<file path="config.mk">
export PLATFORM = sky130hd
export DESIGN_NAME = uart_irq_ident
export DESIGN_NICKNAME = d
export VERILOG_FILES = /design/src/rtl/uart_irq_pkg.sv /design/src/rtl/uart_irq_ctrl.sv /design/src/rtl/uart_irq_dpath.sv /design/src/rtl/uart_irq_ident.sv
export SDC_FILE = /design/constraint.sdc
export NUM_CORES = 1
export LEC_CHECK = 0
export CAP_MARGIN = 25
export CORE_MARGIN = 10
export CORE_UTILIZATION = 49
export CTS_CLUSTER_DIAMETER = 100
export DETAILED_ROUTE_END_ITERATION = 12
export PLACE_DENSITY = 0.83
export RECOVER_POWER = 25
export SLEW_MARGIN = 0
export SYNTH_ARGS = -nofsm -noshare
export SYNTH_HDL_FRONTEND = slang
export SYNTH_SLANG_ARGS = --single-unit
</file>
<file path="constraint.sdc">
create_clock -name clk -period 12.9 [get_ports clk]
set_input_delay 3.225 -clock clk [delete_from_list [all_inputs] [get_ports clk]]
set_output_delay 3.225 -clock clk [all_outputs]
set_load 0.01 [all_outputs]
</file>
<file path="src/rtl/uart_irq_pkg.sv">
package uart_irq_pkg;
  localparam int ID_W = 4;

  localparam logic [ID_W-1:0] ID_NONE   = 4'h1;
  localparam logic [ID_W-1:0] ID_LINE   = 4'h6;
  localparam logic [ID_W-1:0] ID_RXDATA = 4'h4;
  localparam logic [ID_W-1:0] ID_RXTO   = 4'hC;
  localparam logic [ID_W-1:0] ID_THRE   = 4'h2;
  localparam logic [ID_W-1:0] ID_MODEM  = 4'h0;
  localparam logic [ID_W-1:0] ID_BUSY   = 4'h7;

  // Longest character: start + 8 data + parity + 2 stop.
  localparam int MAX_CHAR_BITS = 12;
  localparam int TO_CHARS      = 4;

  typedef struct packed {
    logic clrLine;
    logic clrRxTo;
    logic clrThre;
    logic clrModem;
    logic clrBusy;
  } clrStrobes_t;
endpackage

</file>
<file path="src/rtl/uart_irq_ctrl.sv">
module uart_irq_ctrl
  import uart_irq_pkg::*;
(
  input  logic            fifoEn,
  input  logic            rxBufFull,
  input  logic            rxTrigHit,
  input  logic            lcrWrite,
  input  logic            busyStatus,
  input  logic            rdLsr,
  input  logic            rdRbr,
  input  logic            rdIir,
  input  logic            rdMsr,
  input  logic            rdUsr,
  input  logic            wrThr,
  input  logic [ID_W-1:0] curId,
  output clrStrobes_t     strb,
  output logic            busyViolEvt,
  output logic            rxDataHit
);
  always_comb begin
    strb.clrLine  = rdLsr;
    strb.clrRxTo  = rdRbr;
    strb.clrModem = rdMsr;
    strb.clrBusy  = rdUsr;
    // An identity read clears transmit-empty only while it is the source being shown.
    strb.clrThre  = wrThr | (rdIir & (curId == ID_THRE));
  end

  assign busyViolEvt = lcrWrite & busyStatus;
  assign rxDataHit   = fifoEn ? rxTrigHit : rxBufFull;
endmodule

</file>
<file path="src/rtl/uart_irq_dpath.sv">
module uart_irq_dpath
  import uart_irq_pkg::*;
#(
  parameter int TICKS_PER_BIT = 16
) (
  input  logic            clk,
  input  logic            rstN,
  input  logic            fifoEn,
  input  logic [1:0]      wordLen,
  input  logic            parityEn,
  input  logic            twoStop,
  input  logic            baudTick,
  input  logic            rxNotEmpty,
  input  logic            rxPush,
  input  logic            rxPop,
  input  logic            rxDataHit,
  input  logic            lineErrEvt,
  input  logic            thrEmptyEvt,
  input  logic            modemChgEvt,
  input  logic            busyViolEvt,
  input  clrStrobes_t     strb,
  output logic [ID_W-1:0] intId
);
  localparam int LIMIT_MAX = TO_CHARS * MAX_CHAR_BITS * TICKS_PER_BIT;
  localparam int CNT_W     = $clog2(LIMIT_MAX + 1);
  localparam int N_STICKY  = 4;

  // Sticky sources: [0] line, [1] modem, [2] busy, [3] transmit empty.
  logic [N_STICKY-1:0] stSet, stClr, stPend;
  assign stSet = {thrEmptyEvt, busyViolEvt, modemChgEvt, lineErrEvt};
  assign stClr = {strb.clrThre, strb.clrBusy, strb.clrModem, strb.clrLine};

  for (genvar g = 0; g < N_STICKY; g++) begin : gSticky
    always_ff @(posedge clk) begin
      if (!rstN)          stPend[g] <= 1'b0;
      else if (stSet[g])  stPend[g] <= 1'b1;
      else if (stClr[g])  stPend[g] <= 1'b0;
    end
  end

  // Character-time timeout counter.
  logic [3:0]       charBits;
  logic [CNT_W-1:0] toLimit, toCnt;
  logic             toRestart, rxTimeout;

  assign charBits  = 4'd7 + {2'b00, wordLen} + {3'b000, parityEn} + {3'b000, twoStop};
  assign toLimit   = CNT_W'(charBits) * CNT_W'(TO_CHARS * TICKS_PER_BIT);
  assign toRestart = strb.clrRxTo | rxPush | rxPop | ~rxNotEmpty | ~fifoEn;

  always_ff @(posedge clk) begin
    if (!rstN || toRestart)              toCnt <= '0;
    else if (baudTick && toCnt < toLimit) toCnt <= toCnt + 1'b1;
  end

  assign rxTimeout = fifoEn & rxNotEmpty & (toCnt >= toLimit);

  always_comb begin
    if      (stPend[0]) intId = ID_LINE;
    else if (rxDataHit) intId = ID_RXDATA;
    else if (rxTimeout) intId = ID_RXTO;
    else if (stPend[3]) intId = ID_THRE;
    else if (stPend[1]) intId = ID_MODEM;
    else if (stPend[2]) intId = ID_BUSY;
    else                intId = ID_NONE;
  end
endmodule

</file>
<file path="src/rtl/uart_irq_ident.sv">
module uart_irq_ident
  import uart_irq_pkg::*;
#(
  parameter int TICKS_PER_BIT = 16
) (
  input  logic       clk,
  input  logic       rstN,
  input  logic       fifoEn,
  input  logic [1:0] lcrWordLen,
  input  logic       lcrParityEn,
  input  logic       lcrStopTwo,
  input  logic       baudTick,
  input  logic       rxBufFull,
  input  logic       rxTrigHit,
  input  logic       rxNotEmpty,
  input  logic       rxPush,
  input  logic       rxPop,
  input  logic       lineErrEvt,
  input  logic       thrEmptyEvt,
  input  logic       modemChgEvt,
  input  logic       lcrWrite,
  input  logic       busyStatus,
  input  logic       rdLsr,
  input  logic       rdRbr,
  input  logic       rdIir,
  input  logic       rdMsr,
  input  logic       rdUsr,
  input  logic       wrThr,
  output logic [3:0] intId,
  output logic       irq
);
  clrStrobes_t strb;
  logic        busyViolEvt, rxDataHit;

  uart_irq_ctrl ctrl_i (
    .fifoEn(fifoEn), .rxBufFull(rxBufFull), .rxTrigHit(rxTrigHit),
    .lcrWrite(lcrWrite), .busyStatus(busyStatus),
    .rdLsr(rdLsr), .rdRbr(rdRbr), .rdIir(rdIir), .rdMsr(rdMsr),
    .rdUsr(rdUsr), .wrThr(wrThr), .curId(intId),
    .strb(strb), .busyViolEvt(busyViolEvt), .rxDataHit(rxDataHit)
  );

  uart_irq_dpath #(.TICKS_PER_BIT(TICKS_PER_BIT)) dpath_i (
    .clk(clk), .rstN(rstN), .fifoEn(fifoEn), .wordLen(lcrWordLen),
    .parityEn(lcrParityEn), .twoStop(lcrStopTwo), .baudTick(baudTick),
    .rxNotEmpty(rxNotEmpty), .rxPush(rxPush), .rxPop(rxPop),
    .rxDataHit(rxDataHit), .lineErrEvt(lineErrEvt), .thrEmptyEvt(thrEmptyEvt),
    .modemChgEvt(modemChgEvt), .busyViolEvt(busyViolEvt), .strb(strb),
    .intId(intId)
  );

  assign irq = (intId != ID_NONE);
endmodule

</file>
== Word-level counts from Yosys, hierarchy flattened ==
Index checks and enable logic that the tools add are counted.
Cells by class
  add/subtract/negate cells: 4
  order comparisons: 2
  equal/unequal tests: 2
  mux-type cells: 15
  bitwise operators: 11
  reductions and logical operators: 7
Operators with widths (count)
  4-bit 2-to-1 mux: 5
  10-bit by 1-bit adder with 10-bit output (second input constant): 1
  10-bit >= comparator: 1
  10-bit less-than comparator: 1
  1-bit 2-to-1 mux: 9
  4-bit by 1-bit adder with 4-bit output: 2
  2-bit nonzero test: 4
  1-bit bitwise OR: 5
  3-bit by 2-bit adder with 4-bit output (first input constant): 1
  1-bit bitwise AND: 4
  4-bit by 2-bit == test with 1-bit output (second input constant): 1
  4-bit by 1-bit inequality test with 1-bit output (second input constant): 1
  3-bit 2-to-1 mux: 1
  1-bit inverter: 2
  1-bit logical AND: 1
  1-bit logical NOT: 1
  1-bit logical OR: 1
Word-level totals
  register bits: 14
  input port bits: 24
  output and inout port bits: 5
  word-level logic and storage cells: 46

== Logic depth before layout (Yosys ltp) ==
  word-level depth: 13
  mapped depth: 14
  gate-level depth less buffers: 12

== Modules after synthesis ==
A second synthesis with hierarchy kept.
Second synthesis, totals
  cells, all modules: 119
  area, all modules: 1023.5 um2
By module, submodules not included
  uart_irq_dpath: times used 1, cells an instance 109, area each 942.2 um2, seq. area each 280.3 um2
  uart_irq_ctrl: times used 1, cells an instance 9, area each 71.3 um2, seq. area each 0.0 um2
  uart_irq_ident: times used 1, cells an instance 1, area each 10.0 um2, seq. area each 0.0 um2

== Worst setup path before layout ==
Ideal clock, no wire load.
  path type: input -> output
  start: input port lcrWordLen[0]
  end: output port intId[0]
  arrival: 5511 ps
  required time: 9675 ps
  path slack: 4164 ps
  cell stages on the path: 11
  path buffers: 0
  cell sequence: inv_1 > ha_1 > inv_1 > ha_1 > inv_1 > fa_1 > xnor2_1 > ha_1 > a21o_4 > o311ai_1 > and3_1
Between the ends
  longest elaborated chain between the ends: 8
RTL lines
  from (decl): line uart_irq_ident.sv:9  | input logic [1:0] lcrWordLen,
  3-bit by 2-bit adder with 4-bit output: line uart_irq_dpath.sv:46  | assign charBits = 4'd7 + {2'b00, wordLen} + {3'b000, parityEn} + {3'b000, twoStop};
  4-bit by 1-bit adder with 4-bit output (2 in a row): line uart_irq_dpath.sv:46
  10-bit >= comparator: line uart_irq_dpath.sv:55  | assign rxTimeout = fifoEn & rxNotEmpty & (toCnt >= toLimit);
  1-bit bitwise AND: line uart_irq_dpath.sv:55
  4-bit 2-to-1 mux: line uart_irq_dpath.sv:60  | else if (rxTimeout) intId = ID_RXTO;
  4-bit 2-to-1 mux: line uart_irq_dpath.sv:59  | else if (rxDataHit) intId = ID_RXDATA;
  4-bit 2-to-1 mux: line uart_irq_dpath.sv:58  | if (stPend[0]) intId = ID_LINE;
  to (decl): line uart_irq_ident.sv:29  | output logic [3:0] intId,
No other way between the ends.

== Worst setup path after layout ==
  start: input port lcrWordLen[0]
  end: output port intId[1]
Same word-level chain as after synthesis.

==> results.md <==
* Die width at 64.11 um
* Static Leak at 0.4776 nW
* Post-route cell area at 1300 um2
* Wirelength per Cell at 15.01 um
* GP Congestion at 0.7916
* Diode count at 0
* CP Cell Sequence: dlygate4sd3_1, inv_1, ha_1, inv_1, ha_1, inv_1, fa_1, ha_1, nand2b_1, a21oi_1, o311ai_1, a31o_2, clkdlybuf4s50_1
* Yosys warns at 0
* Yosys top cell area share at 0.2940
* FF+latch count, synth at 14
* Filler cells at 130
* Row count at 15
* Port Buffer Count at 28
* Insertion delay to the later sink of the worst-skew pair at around 280 ps
* Via-to-Cell Ratio at approximately 5.5
* Antenna violations before repair at 0
* Final slew viol count at 0
* Async SR Flop Fraction at 0
* Inserted Clock Buffers at 3
* Setup crit end kind: output pin
* Reg clk slew, reported paths at roughly 90 ps
* CP max FO at 10
* Worst vdd ir at 0.06110 mV
* Core area at 1783 um2
* Hold Startpoint: dpath_i.toCnt[9]$_SDFFE_PP0P_
* Htree depth at 1
* Post-synth EDFFs at 0
* Detailed Routing Iterations Pass 1 at 4
* Postcts setup bufs at 0
* Initial DRC Count at 36
* Root buf cell: clkbuf_4
* Final Setup Violations at 0
* Final Net Count at 179
* Crit path largest cell delay at between 500 and 600 ps
* All-Layer GR Usage at 0.1295
* R2r setup slk at 10870 ps
* Net Count, Synth at 147
* Synth Area per Inst at about 8.4 um2
* Synth cell count leaders: 14 x dfxtp_1, 14 x inv_1, 11 x a21oi_1
* Sink Count at 14
* Top Ports at 29
* Max cap viols at 0
* Vias in the first global route at 889
* Fin Setup TNS at 0 ps
* Cells after synthesis at 113
* Initial Util at 0.5347
* Synth Cell Area at 953.4 um2
* Maximum root-to-sink buffer count at 2
* Cell taking the most area after synthesis: dfxtp_1
* Worst path slowest cell: a21oi_1
* RSZ-0062 raised after global routing: false
* Detailed placement HPWL at 2027 um
* Via count at 934
* Crit path from: lcrWordLen[0]
* Gr ovfl total at 0
* Rel. slew slack at 0.5441
* Layout cells sized above 1 at 0.06250
* CP required at 9680 ps
* Primary FF master, synth: dfxtp_1
* Status: complete, no violations
* First-pass GRT wire length at 4257 um
* Hold Path Class: reg2reg
* Drt total wl at approximately 2500 um
* Synthesis-to-finish area growth at 36.35%
* Max Clk Rate at 98.62 MHz
* Final hold viol count at 0
* Period minus WS final at 10140 ps
* Post-route ant nets at 0
* Crit Path Class: in2out
* Worst Tran Pin Value at 683.9 ps
* DRC at 0
* Synth area leaders: dfxtp_1 29%, ha_1 12%, o31ai_1 7.1%
* Die area at 4110 um2
* Hold_buf cts at 0
* CTS tree: yes
* Post-synthesis cell type count at 34
* Placed Instance Area at 1264 um2
* Part of the Yosys area used for sequential elements at 0.2940
* Post-CTS resize count at 0
* Worst path arrival time at 6920 ps
* Overall die height at 64.11 um
* Largest net degree at the start of global routing at 13
* PD cells at 74.18 nW/um2
* Clock Skews at approximately 7.2 ps
* FF-to-FF Start: dpath_i.toCnt[6]$_SDFFE_PP0P_
* Worst setup SP type: primary input
* Part of the cycle the worst path needs at 0.7861
## area by class of cell
type                            instances  area, um2  area share
Clock buffer                            4      36.28     0.02791
Sequential cell                        14      280.3      0.2156
Tap cell                               25      31.28     0.02406
Inverter                               14      52.55     0.04042
Timing Repair Buffer                   29      287.8      0.2214
Multi-Input combinational cell         83      611.8      0.4706
## kinds of logic (layout without fill, tap and decap cells)
logic type / Yosys count / count (layout) / share of synthesized area
fa+ha+maj: 10 / 10 / 0.1391
compound gates: 30 / 30 / 0.2139
flops: 14 / 14 / 0.2940
xor+xnor: 1 / 1 / 0.009188
buf+inv: 16 / 47 / 0.06430
simple gates: 41 / 41 / 0.2690
mux: 1 / 1 / 0.01050
## final timing paths
| kind | cells past startpoint | to |
|---|---|---|
| worst max-delay path | 13 | intId[1] |
| worst min-delay path | 2 | dpath_i.toCnt[9]$_SDFFE_PP0P_ |
| worst max register to register | 6 | dpath_i.stPend[3]$_SDFFE_PN0P_ |
| worst min register to register | 2 | dpath_i.toCnt[9]$_SDFFE_PP0P_ |
## worst max-delay path: cells and delay by family
kind	cells	cell delay, ps
adder cells (fa/ha/maj)	4	1240
AO/OA/AOI/OAI	3	1210
buffers and inverters	5	1180
AND/OR/NAND/NOR	1	60
## state kept, by name (all words and copies together) (netlist names)
signal / flops
dpath_i.toCnt: 10
dpath_i.stPend: 4
## per-layer routing
metal | part of all wire | global-route usage
met5 | 0 | 0
met4 | 0.0067 | 0.04545
met3 | 0.060 | 0.03659
met2 | 0.47 | 0.2065
met1 | 0.46 | 0.1625
## where the power goes
| part | internal, mW | switching [mW] |
|---|---|---|
| sequential | 0.0440 | 0.000632 |
| combinational | 0.0127 | 0.00773 |
| clock | 0.0172 | 0.0142 |
| total | 0.0739 | 0.0226 |
## through the flow
step | instances | power (mW) | setup slack (ps) | utilization | hold slack [ps]
finish | 169 | 0.09644 | 2760 | 0.7291 | 489.3
global route | 169 | 0.1021 | 2515 | 0.7291 | 529.7
CTS | 169 | 0.09702 | 2790 | 0.7291 | 495.1
detailed placement | 165 | 0.06614 | 2844 | 0.7088 | 483.2
global placement | 164 | 0.06520 | 2511 | 0.7046 | 486.3
floorplan | 113 | 0.05421 | 4164 | - | 456.2
## cells in the final DEF (no fill, tap or decap), types with 3 or more instances in the layout
| cell | instances |
|---|---|
| a21oi_1 | 11 |
| dfxtp_1 | 14 |
| nor2_1 | 3 |
| clkbuf_4 | 3 |
| or4_1 | 9 |
| inv_1 | 14 |
| nor2b_1 | 4 |
| nand2_1 | 7 |
| ha_1 | 9 |
| nand3_1 | 3 |
| o31ai_1 | 9 |
| clkdlybuf4s50_1 | 26 |
Power figures use the tool's default switching activity.
